==> src/rtl/spi_cmd_host_pkg.sv <==
package spi_cmd_host_pkg;
    localparam int BYTE_W = 8;
    localparam int RESP_W = 16;
    localparam logic [BYTE_W-1:0] IDLE_BYTE = 8'hFF;

    typedef enum logic [2:0] {
        ST_IDLE,
        ST_CMD,
        ST_WAIT,
        ST_RESP2,
        ST_BUSY,
        ST_DESEL,
        ST_TRAIL,
        ST_END
    } host_st_e;
endpackage

==> src/rtl/spi_sclk_gen.sv <==
module spi_sclk_gen #(
    parameter int HALF_DIV = 2
) (
    input  logic clk,
    input  logic rst_n,
    input  logic run_i,
    output logic sclk_o,
    output logic rise_o,
    output logic fall_o
);
    localparam int DIVW = (HALF_DIV > 1) ? $clog2(HALF_DIV) : 1;

    typedef struct packed {
        logic [DIVW-1:0] div;
        logic            sclk;
    } gen_t;

    gen_t q, d;
    logic tick;

    assign tick = run_i && (q.div == DIVW'(HALF_DIV - 1));

    always_comb begin
        d = q;
        if (!run_i) begin
            d = '0;
        end else if (tick) begin
            d.div  = '0;
            d.sclk = ~q.sclk;
        end else begin
            d.div = q.div + 1'b1;
        end
    end

    always_ff @(posedge clk or negedge rst_n) begin
        if (!rst_n) q <= '0;
        else        q <= d;
    end

    assign sclk_o = q.sclk;
    assign rise_o = tick && !q.sclk;
    assign fall_o = tick && q.sclk;

    // sclk never toggles while the generator is halted
    a_r2_halt_quiet: assert property (@(posedge clk) disable iff (!rst_n)
        !run_i |=> $stable(sclk_o) || !sclk_o);
endmodule

==> src/rtl/spi_byte_shift.sv <==
module spi_byte_shift
    import spi_cmd_host_pkg::*;
(
    input  logic              clk,
    input  logic              rst_n,
    input  logic              load_i,
    input  logic [BYTE_W-1:0] load_byte_i,
    input  logic              rise_i,
    input  logic              fall_i,
    input  logic [BYTE_W-1:0] next_byte_i,
    input  logic              miso_i,
    output logic              mosi_o,
    output logic              byte_done_o,
    output logic [BYTE_W-1:0] rx_byte_o,
    output logic              boundary_o
);
    localparam int BITW = $clog2(BYTE_W);

    typedef struct packed {
        logic [BYTE_W-1:0] tx;
        logic [BYTE_W-1:0] rx;
        logic [BITW-1:0]   bcnt;
        logic              mosi;
        logic              bnd;
    } sh_t;

    sh_t q, d;

    always_comb begin
        d = q;
        if (load_i) begin
            d.tx   = {load_byte_i[BYTE_W-2:0], 1'b1};
            d.mosi = load_byte_i[BYTE_W-1];
            d.bcnt = '0;
            d.bnd  = 1'b0;
        end else begin
            if (rise_i) begin
                d.rx   = {q.rx[BYTE_W-2:0], miso_i};
                d.bcnt = q.bcnt + 1'b1;
                if (q.bcnt == BITW'(BYTE_W - 1)) begin
                    d.tx  = next_byte_i;
                    d.bnd = 1'b1;
                end
            end
            if (fall_i) begin
                d.mosi = q.tx[BYTE_W-1];
                d.tx   = {q.tx[BYTE_W-2:0], 1'b1};
                d.bnd  = 1'b0;
            end
        end
    end

    always_ff @(posedge clk or negedge rst_n) begin
        if (!rst_n) begin
            q      <= '0;
            q.tx   <= IDLE_BYTE;
            q.mosi <= 1'b1;
        end else begin
            q <= d;
        end
    end

    assign mosi_o      = q.mosi;
    assign byte_done_o = rise_i && (q.bcnt == BITW'(BYTE_W - 1));
    assign rx_byte_o   = {q.rx[BYTE_W-2:0], miso_i};
    assign boundary_o  = fall_i && q.bnd;

    // serial output moves only at a falling edge or a fresh load
    a_r2_mosi_on_fall: assert property (@(posedge clk) disable iff (!rst_n)
        !$stable(mosi_o) |-> $past(fall_i) || $past(load_i));
endmodule

==> src/rtl/spi_card_cmd_host.sv <==
module spi_card_cmd_host
    import spi_cmd_host_pkg::*;
#(
    parameter int HALF_DIV    = 2,
    parameter int CMD_BYTES   = 6,
    parameter int RESP_WAIT   = 8,
    parameter int BUSY_MAX    = 64,
    parameter int TRAIL_BYTES = 1,
    parameter int RELEASE_CS  = 0
) (
    input  logic                        clk,
    input  logic                        rst_n,
    input  logic                        start_i,
    input  logic [CMD_BYTES*BYTE_W-1:0] cmd_i,
    input  logic                        resp_two_i,
    input  logic                        busy_type_i,
    output logic                        busy_o,
    output logic                        done_o,
    output logic                        ok_o,
    output logic                        resp_tmo_o,
    output logic                        busy_tmo_o,
    output logic [RESP_W-1:0]           resp_o,
    output logic                        sclk_o,
    output logic                        mosi_o,
    output logic                        cs_n_o,
    input  logic                        miso_i
);
    localparam int CMD_W  = CMD_BYTES * BYTE_W;
    localparam int IDXW   = (CMD_BYTES > 1) ? $clog2(CMD_BYTES) : 1;
    localparam int MAXC_A = (RESP_WAIT > BUSY_MAX) ? RESP_WAIT : BUSY_MAX;
    localparam int MAXC   = (MAXC_A > TRAIL_BYTES) ? MAXC_A : TRAIL_BYTES;
    localparam int CNTW   = $clog2(MAXC + 1);

    typedef struct packed {
        host_st_e          st;
        logic [IDXW-1:0]   idx;
        logic [CNTW-1:0]   cnt;
        logic [CMD_W-1:0]  cmd;
        logic              two;
        logic              btype;
        logic              cs_n;
        logic              cs_pend;
        logic              run;
        logic              done;
        logic              ok;
        logic              rto;
        logic              bto;
        logic [RESP_W-1:0] resp;
    } ctl_t;

    ctl_t q, d;

    logic              rise, fall, byte_done, boundary, load;
    logic [BYTE_W-1:0] rx_byte, next_byte;
    logic [CMD_W-1:0]  cmd_shift;

    spi_sclk_gen #(.HALF_DIV(HALF_DIV)) u_gen (
        .clk    (clk),
        .rst_n  (rst_n),
        .run_i  (q.run),
        .sclk_o (sclk_o),
        .rise_o (rise),
        .fall_o (fall)
    );

    spi_byte_shift u_shift (
        .clk         (clk),
        .rst_n       (rst_n),
        .load_i      (load),
        .load_byte_i (cmd_i[CMD_W-1 -: BYTE_W]),
        .rise_i      (rise),
        .fall_i      (fall),
        .next_byte_i (next_byte),
        .miso_i      (miso_i),
        .mosi_o      (mosi_o),
        .byte_done_o (byte_done),
        .rx_byte_o   (rx_byte),
        .boundary_o  (boundary)
    );

    // byte that follows the one now on the wire
    always_comb begin
        cmd_shift = q.cmd << (BYTE_W * (int'(q.idx) + 1));
        next_byte = IDLE_BYTE;
        if (q.st == ST_CMD && q.idx != IDXW'(CMD_BYTES - 1))
            next_byte = cmd_shift[CMD_W-1 -: BYTE_W];
    end

    always_comb begin
        d      = q;
        d.done = 1'b0;
        load   = 1'b0;
        if (boundary)
            d.cs_n = q.cs_pend;
        unique case (q.st)
            ST_IDLE: begin
                if (start_i) begin
                    load      = 1'b1;
                    d.st      = ST_CMD;
                    d.idx     = '0;
                    d.cnt     = '0;
                    d.cmd     = cmd_i;
                    d.two     = resp_two_i;
                    d.btype   = busy_type_i;
                    d.cs_n    = 1'b0;
                    d.cs_pend = 1'b0;
                    d.run     = 1'b1;
                    d.ok      = 1'b0;
                    d.rto     = 1'b0;
                    d.bto     = 1'b0;
                    d.resp    = '0;
                end
            end
            ST_CMD: begin
                if (byte_done) begin
                    if (q.idx == IDXW'(CMD_BYTES - 1)) begin
                        d.st  = ST_WAIT;
                        d.cnt = '0;
                    end else begin
                        d.idx = q.idx + 1'b1;
                    end
                end
            end
            ST_WAIT: begin
                if (byte_done) begin
                    if (!rx_byte[BYTE_W-1]) begin
                        d.resp[BYTE_W-1:0] = rx_byte;
                        d.cnt = '0;
                        if (q.two)        d.st = ST_RESP2;
                        else if (q.btype) d.st = ST_BUSY;
                        else              d.st = ST_TRAIL;
                    end else if (q.cnt == CNTW'(RESP_WAIT - 1)) begin
                        d.rto = 1'b1;
                        d.cnt = '0;
                        d.st  = ST_TRAIL;
                    end else begin
                        d.cnt = q.cnt + 1'b1;
                    end
                end
            end
            ST_RESP2: begin
                if (byte_done) begin
                    d.resp[RESP_W-1 -: BYTE_W] = rx_byte;
                    d.cnt = '0;
                    d.st  = q.btype ? ST_BUSY : ST_TRAIL;
                end
            end
            ST_BUSY: begin
                if (byte_done) begin
                    if (rx_byte == IDLE_BYTE) begin
                        d.cnt = '0;
                        d.st  = ST_TRAIL;
                    end else if (q.cnt == CNTW'(BUSY_MAX - 1)) begin
                        d.bto = 1'b1;
                        d.cnt = '0;
                        d.st  = ST_TRAIL;
                    end else begin
                        d.cnt = q.cnt + 1'b1;
                        if (RELEASE_CS != 0) begin
                            d.cs_pend = 1'b1;
                            d.st      = ST_DESEL;
                        end
                    end
                end
            end
            ST_DESEL: begin
                if (byte_done) begin
                    d.cs_pend = 1'b0;
                    d.st      = ST_BUSY;
                end
            end
            ST_TRAIL: begin
                if (byte_done) begin
                    if (q.cnt == CNTW'(TRAIL_BYTES - 1)) d.st = ST_END;
                    else                                 d.cnt = q.cnt + 1'b1;
                end
            end
            ST_END: begin
                if (boundary) begin
                    d.cs_n = 1'b1;
                    d.run  = 1'b0;
                    d.done = 1'b1;
                    d.ok   = !q.rto && !q.bto;
                    d.st   = ST_IDLE;
                end
            end
            default: d.st = ST_IDLE;
        endcase
    end

    always_ff @(posedge clk or negedge rst_n) begin
        if (!rst_n) begin
            q      <= '0;
            q.st   <= ST_IDLE;
            q.cs_n <= 1'b1;
        end else begin
            q <= d;
        end
    end

    assign busy_o     = (q.st != ST_IDLE);
    assign done_o     = q.done;
    assign ok_o       = q.ok;
    assign resp_tmo_o = q.rto;
    assign busy_tmo_o = q.bto;
    assign resp_o     = q.resp;
    assign cs_n_o     = q.cs_n;

    a_r11_idle_pins: assert property (@(posedge clk) disable iff (!rst_n)
        !busy_o |-> (cs_n_o && !sclk_o));
    a_r9_mosi_high_deselected: assert property (@(posedge clk) disable iff (!rst_n)
        cs_n_o |-> mosi_o);
    a_r2_cs_moves_sclk_low: assert property (@(posedge clk) disable iff (!rst_n)
        !$stable(cs_n_o) |-> !sclk_o);
    a_r7_cs_high_only_in_busy: assert property (@(posedge clk) disable iff (!rst_n)
        (busy_o && cs_n_o) |-> (q.st == ST_DESEL || q.st == ST_BUSY));
    a_r10_done_single: assert property (@(posedge clk) disable iff (!rst_n)
        done_o |=> !done_o);
    a_r10_one_status: assert property (@(posedge clk) disable iff (!rst_n)
        done_o |-> ($countones({ok_o, resp_tmo_o, busy_tmo_o}) == 1));
    a_r3_timeout_empty: assert property (@(posedge clk) disable iff (!rst_n)
        (done_o && resp_tmo_o) |-> (resp_o == '0));
    a_r6_busy_tmo_needs_type: assert property (@(posedge clk) disable iff (!rst_n)
        (done_o && busy_tmo_o) |-> q.btype);
endmodule

==> config.mk <==
export PLATFORM = sky130hd
export DESIGN_NAME = spi_card_cmd_host
export DESIGN_NICKNAME = d
export VERILOG_FILES = /design/src/rtl/spi_cmd_host_pkg.sv /design/src/rtl/spi_sclk_gen.sv /design/src/rtl/spi_byte_shift.sv /design/src/rtl/spi_card_cmd_host.sv
export SDC_FILE = /design/constraint.sdc
export NUM_CORES = 1
export LEC_CHECK = 0
export BUFFER_PORTS_ARGS = -buffer_cell sky130_fd_sc_hd__buf_2
export CAP_MARGIN = 30
export CORE_MARGIN = 3
export CORE_UTILIZATION = 45
export CTS_CLUSTER_SIZE = 25
export DETAILED_ROUTE_END_ITERATION = 10
export PLACE_DENSITY = 0.65
export SYNTH_ARGS = -nofsm -noshare
export SYNTH_HDL_FRONTEND = slang
export SYNTH_SLANG_ARGS = --single-unit
==> constraint.sdc <==
create_clock -name clk -period 3.4 [get_ports clk]
set_input_delay 0.17 -clock clk [delete_from_list [all_inputs] [get_ports clk]]
set_output_delay 0.17 -clock clk [all_outputs]
set_load 0.01 [all_outputs]
Word-level counts from Yosys, hierarchy flattened
Cells that the tools add are included.
Storage, ports and cells
  logic and storage cells: 166
  register bits after elaboration: 109
Cells by class
  eq/ne operators: 33
  reduce and logical (&&, ||, !) cells: 36
  shifts and indexed selects: 1
  multiplexer cells: 67
  add/sub/neg operators: 5
  bitwise gates (word level): 2
Operator list (number)
  7-bit two-way mux: 10
  66-bit two-way mux: 1
  8-bit two-way mux: 7
  48-bit by 7-bit << shifter with 48-bit output: 1
  3-bit two-way mux: 15
  7-bit one-hot mux with 6 select lines: 1
  19-bit two-way mux: 2
  8-bit one-hot mux with 2 select lines: 2
  2-bit inequality test (second input constant): 15
  3-bit one-hot mux with 8 select lines: 1
  3-bit == test (second input constant): 6
  1-bit two-way mux: 16
  2-bit nonzero test: 8
  13-bit two-way mux: 1
  1-bit one-hot mux with 2 select lines: 6
  12-bit AND reduction: 1
  5-bit AND reduction: 2
  3-bit inequality test (second input constant): 3
  3-bit AND reduction: 3
  9-bit AND reduction: 1
  3-bit nonzero test: 3
  8-bit == test (second input constant): 1
  4-bit AND reduction: 2
  7-bit by 1-bit adder with 7-bit output (second input constant): 1
  18 further kinds: 35

Logic depth before layout (Yosys ltp)
  depth in word-level cells: 7
  mapped depth: 9
  depth with buffers taken out: 7

Modules after synthesis
Synthesis repeated with hierarchy kept, for this count alone.
Second synthesis, totals
  cells, all modules: 471
  area total of the unflattened synthesis: 5437.7 um^2
Modules (own cells, without submodules)
  spi_card_cmd_host: cells an instance 372, times used 1, area each 4251.6 um^2
  spi_byte_shift: cells an instance 91, times used 1, area each 1097.3 um^2
  spi_sclk_gen: cells an instance 8, times used 1, area each 88.8 um^2

Worst setup path before layout
OpenSTA, ideal clock, no wires.
  path kind: reg2reg
  start point: register q[81] (netlist name)
  end point: register u_shift.q[13] (netlist name)
  stages on the path, launching flop included: 9
  buffers on the path: 2
  slack: 1.410 ns
  arrival: 1.912 ns
  clock period less this slack: 1.990 ns
  cell sequence: dfrtp_1 inv_1 ha_1 clkbuf_1 clkbuf_1 mux4_2 a22oi_1 o21ai_0 o21a_1
Between the ends
  longest elaborated chain between the ends: 7
  elaborated cells on any way between the ends: 9
Ends and longest elaborated chain
  start: declaration: RTL line spi_card_cmd_host.sv:51  | ctl_t q, d;
  3-bit by 1-bit adder with 4-bit output or 3-bit inequality test (tied branches): RTL line spi_card_cmd_host.sv:83, spi_card_cmd_host.sv:85
  48-bit by 7-bit << shifter with 48-bit output or 1-bit logical AND (tied branches): RTL line spi_card_cmd_host.sv:83, spi_card_cmd_host.sv:85
  8-bit two-way mux (*): RTL line spi_card_cmd_host.sv:85  | if (q.st == ST_CMD && q.idx != IDXW'(CMD_BYTES - 1))
  8-bit two-way mux (*): RTL line spi_byte_shift.sv:40  | if (q.bcnt == BITW'(BYTE_W - 1)) begin
  19-bit two-way mux (*): RTL line spi_byte_shift.sv:37  | if (rise_i) begin
  8-bit two-way mux (*): RTL line spi_byte_shift.sv:45  | if (fall_i) begin
  8-bit two-way mux (*): RTL line spi_byte_shift.sv:31  | if (load_i) begin
  end: declaration: RTL line spi_byte_shift.sv:27  | sh_t q, d;
Mark *: on every way between the ends. The rest lies on a longest branch, timed or not. The select of a mux whose other input is x is not followed.
A chain may end at the register's enable or synchronous reset.

Worst setup path in the final report
  start point: register q[84] (netlist name)
  end point: register q[83] (netlist name)
Between the ends
  longest elaborated chain between the ends: 3
  elaborated cells on any way between the ends: 22
Ends and longest elaborated chain
  3-bit == test, or another cell as far along: RTL line spi_card_cmd_host.sv:95  | unique case (q.st)
  3-bit inequality test (no source line), or another cell as far along
  12-bit AND reduction (no source line)
Several ways; a longest one is shown, not always the timed one.

==> results_dict.tcl <==
set metrics [dict create \
    run_status "finished, final reports clean" \
    finish.net_count 688 \
    synthDistinctLibCells 56 \
    route.final.wire_length_mm 11.44 \
    postSynth.asyncResetShare_pct 100.0 \
    post-cts-setup-buffer-count 0 \
    yosys_register_bits 106 \
    power_leakage_nw 2.929 \
    antenna_found_initial 0 \
    cts_max_path_buffers 2 \
    gr-usage-met3_pct 3.964 \
    clock_tree_from_tritoncts "built" \
    timing.critical_path.from "q[84]" \
    worstSetupPathType "reg -> reg" \
    setup_viol_count_final 0 \
    worst-r2r-setup-slack_ns 0.79 \
    finClkSkew_ns 0.003797 \
    power_switching_mw 1.957 \
    die_w_um 114.1 \
    timing.hold.worst.class "in -> reg" \
    grtUsageMet2_pct 30.09 \
    power.share.combinational_pct 37.1 \
    seq_power_share_pct 44.8 \
    drt_first_pass_iters 5 \
    synth.cell_area_um2 5255 \
    critPathMaxFanout 27 \
    worst-endpoint-arrival_ns 2.84 \
    grtUsageTotal_pct 18.65 \
    routed-via-count 4090 \
    clkLatencyLatePin_ns 0.34 \
    worst_slew_margin_rel_pct 43.05 \
    grt_setup_unrepaired "false" \
    ioPinCount 78 \
    net_switching_fraction_of_the_power_pct 37.36 \
    post_drt_via_cell_ratio 5.298 \
    dp.final_hpwl_mm 8.122 \
    grt_first_pass_wirelength_mm 19.51 \
    slew_viol_final 0 \
    routed_wl_per_cell_um 14.82 \
    worst-slew-pin-transition_ns 0.8486 \
    regToRegEndpoint "q[83]" \
    dp.cells 756 \
    ant_nets 0 \
    startpoint_type "flop" \
    finalWorstSetupSlack_ns 0.7871 \
    core_region_area_um2 11130 \
    power.density_cell_area_nw_per_um2 888.4 \
    die_span_in_y_um 114.1 \
    vdd_ir_drop_max_mv 0.3262 \
    layout_worst_path_cycle_share_pct 76.85 \
    detailedPlace.worstSlack_ns 0.8208 \
    cts.repair.resized 0 \
    clock_power_share_pct 18.0 \
    antenna_cells_inserted 0 \
    syn_inst 579 \
    initial_utilization_pct 47.23 \
    max_cap_viol_count 0 \
    first_iter_violations 194 \
    first_global_vias 4057 \
    drive_gt1_share_pct 21.84 \
    synth_flop_cell "sky130_fd_sc_hd__dfrtp_1" \
    final-instance-count-excl-fill 772 \
    gp_routability_congestion 0.7936 \
    finish.utilization_pct 52.99 \
    critical_path.reg2reg.startpoint "q[84]" \
    post-route-min-period_ns 2.613 \
    busiest_layer "met2" \
    number_of_enable_type_register_cells_in_the_synthesized_netlist 0 \
    placement.io_buffers 76 \
    std_cell_rows 38 \
    number_of_buffers_inserted_during_clock_tree_synthesis 9 \
    clkSlewWorstSetupHoldPaths_ns 0.07 \
    synthesis.nets 639 \
    sequential_cell_area_fraction_in_the_yosys_report_pct 50.71 \
    worstPathRequired_ns 3.63 \
    cell_internal_pwr_mw 3.281 \
    synthesis.area_per_instance_um2 9.076 \
    overflow 0 \
    cts_max_level 3 \
    hold_path_cell_cnt 3 \
    fmax_mhz 382.7 \
    remaining_drc_errors 0 \
    timing_hold_violations_final 0 \
    use_met1_pct 25.72 \
    syn2layout_area_growth_pct 12.19 \
    ys.warnings.count 0 \
    totalNegativeSetupSlack_ns 0 \
    crit_path_end "q[83]" \
    cts_root_buf "sky130_fd_sc_hd__clkbuf_16" \
    clock-sinks 106 \
    endpoint_kind "flop" \
    die_area_um2 13010 \
    grt_start_max_net_pins 61 \
    post_cts_hold_buffer_count 1 \
    worst_r2r_path_depth 5 \
]
critical path: stages (launching register included):
cell,delay [ns]
sky130_fd_sc_hd__dfrtp_1,0.59
sky130_fd_sc_hd__or4b_2,1.03
sky130_fd_sc_hd__nand2_1,0.16
sky130_fd_sc_hd__nor2_1,0.05
sky130_fd_sc_hd__a311o_1,0.36
sky130_fd_sc_hd__mux2_4,0.31
cell type report:
| type | instances | area (µm²) |
|---|---|---|
| fill | 1077 | 5230 |
| inverter | 13 | 48.80 |
| clock buffer | 11 | 242.7 |
| clock inverter | 4 | 20.02 |
| multi-input combinational | 413 | 2291 |
| tap | 140 | 175.2 |
| sequential | 106 | 2665 |
| timing repair buffer | 85 | 452.9 |
sequential cells by signal (all words and copies together) (netlist names):
signal             flops
done_o                 1
u_gen.sclk_o           1
resp_tmo_o             1
ok_o                   1
u_gen.q                1
busy_tmo_o             1
q                     64
u_shift.mosi_o         1
u_shift.q             12
cs_n_o                 1
u_shift.rx_byte_o      7
resp_o                15
cell usage after synthesis (2+ instances only):
| library cell | instances | area [µm²] |
|---|---|---|
| sky130_fd_sc_hd__a221o_1 | 4 | 40.04 |
| sky130_fd_sc_hd__inv_1 | 13 | 48.80 |
| sky130_fd_sc_hd__nor3_1 | 3 | 15.01 |
| sky130_fd_sc_hd__mux4_2 | 8 | 180.2 |
| sky130_fd_sc_hd__o21ai_0 | 25 | 125.1 |
| sky130_fd_sc_hd__a22oi_1 | 2 | 15.01 |
| sky130_fd_sc_hd__nand3_1 | 24 | 120.1 |
| sky130_fd_sc_hd__xor2_1 | 3 | 26.28 |
| sky130_fd_sc_hd__xnor2_1 | 2 | 17.52 |
| sky130_fd_sc_hd__and3_1 | 2 | 12.51 |
| sky130_fd_sc_hd__nand2_1 | 192 | 720.7 |
| sky130_fd_sc_hd__a31oi_1 | 2 | 12.51 |
| sky130_fd_sc_hd__or2_0 | 2 | 12.51 |
| sky130_fd_sc_hd__o21a_1 | 9 | 67.56 |
| sky130_fd_sc_hd__mux2i_1 | 4 | 40.04 |
| sky130_fd_sc_hd__buf_2 | 12 | 60.06 |
| sky130_fd_sc_hd__nand3b_1 | 2 | 15.01 |
| sky130_fd_sc_hd__or2_2 | 2 | 12.51 |
| sky130_fd_sc_hd__mux2_2 | 12 | 135.1 |
| sky130_fd_sc_hd__o31ai_1 | 2 | 15.01 |
| sky130_fd_sc_hd__a41o_1 | 2 | 20.02 |
| sky130_fd_sc_hd__o21ai_1 | 8 | 40.04 |
| sky130_fd_sc_hd__nand4_1 | 3 | 18.77 |
| sky130_fd_sc_hd__clkbuf_1 | 17 | 63.81 |
| sky130_fd_sc_hd__a21oi_1 | 29 | 145.1 |
| sky130_fd_sc_hd__nor2_1 | 35 | 131.4 |
| sky130_fd_sc_hd__or3b_1 | 2 | 17.52 |
| sky130_fd_sc_hd__nor2b_1 | 4 | 25.02 |
| sky130_fd_sc_hd__ha_1 | 6 | 75.07 |
| sky130_fd_sc_hd__dfstp_2 | 10 | 262.8 |
| sky130_fd_sc_hd__nand4b_1 | 2 | 17.52 |
| sky130_fd_sc_hd__buf_4 | 17 | 127.6 |
| sky130_fd_sc_hd__dfrtp_1 | 96 | 2402 |
worst min-delay path by stage:
stage	startpoint	endpoint	slack [ns]
after floorplan	rst_n	busy_tmo_o	-0.13
after global placement	rst_n	q[35]	0.29
after detailed placement	rst_n	q[37]	0.29
after CTS	cmd_i[37]	q[62]	0.001
after global routing	cmd_i[16]	q[41]	0.02
final	cmd_i[28]	q[53]	0.01
metrics by stage:
step                      power [mW]  cell area [µm²]  hold WS (ns)
after floorplan                3.846             5255       -0.1256
after global placement         4.243             5623        0.2854
after detailed placement       4.317             5623        0.2934
after CTS                      5.286             5896      0.001145
after global routing           5.699             5896       0.01520
final                          5.238             5896       0.01130
placed cells by master, fill, tap and decap left out, types with 10 or more instances in the layout:
master and n:
sky130_fd_sc_hd__dfrtp_1 96, sky130_fd_sc_hd__nand2_1 192, sky130_fd_sc_hd__inv_1 13, sky130_fd_sc_hd__o21ai_0 25, sky130_fd_sc_hd__nand3_1 24, sky130_fd_sc_hd__dfstp_2 10, sky130_fd_sc_hd__buf_2 75, sky130_fd_sc_hd__nor2_1 35
sky130_fd_sc_hd__mux2_2 12, sky130_fd_sc_hd__a21oi_1 29
kinds of logic after synthesis:
group                      Yosys count  synth area share, %
buffers and inverters               60                5.786
and+or+nand+nor                    283                23.17
AOI/OAI and AO/OA                   92                10.74
DFF                                106                50.71
other                                1              0.07136
xor gates and xnor gates             5               0.8335
muxes                               26                7.262
adders and majority gates            6                1.429
power by group through the flow:
stage	clock [mW]	sequential, mW	combinational (mW)
final	0.945	2.35	1.94
after global routing	1.03	2.44	2.23
after CTS	0.970	2.35	1.97
after detailed placement	0	2.36	1.95
after global placement	0	2.34	1.90
after floorplan	0	2.16	1.68
layer usage:
layer	wire, µm	up-vias
met3	625	9
met5	0	-
met1	5258	1958
met4	88	0
met2	5468	106
li1	-	2017
No activity file was read; power rests on OpenSTA's default activity.
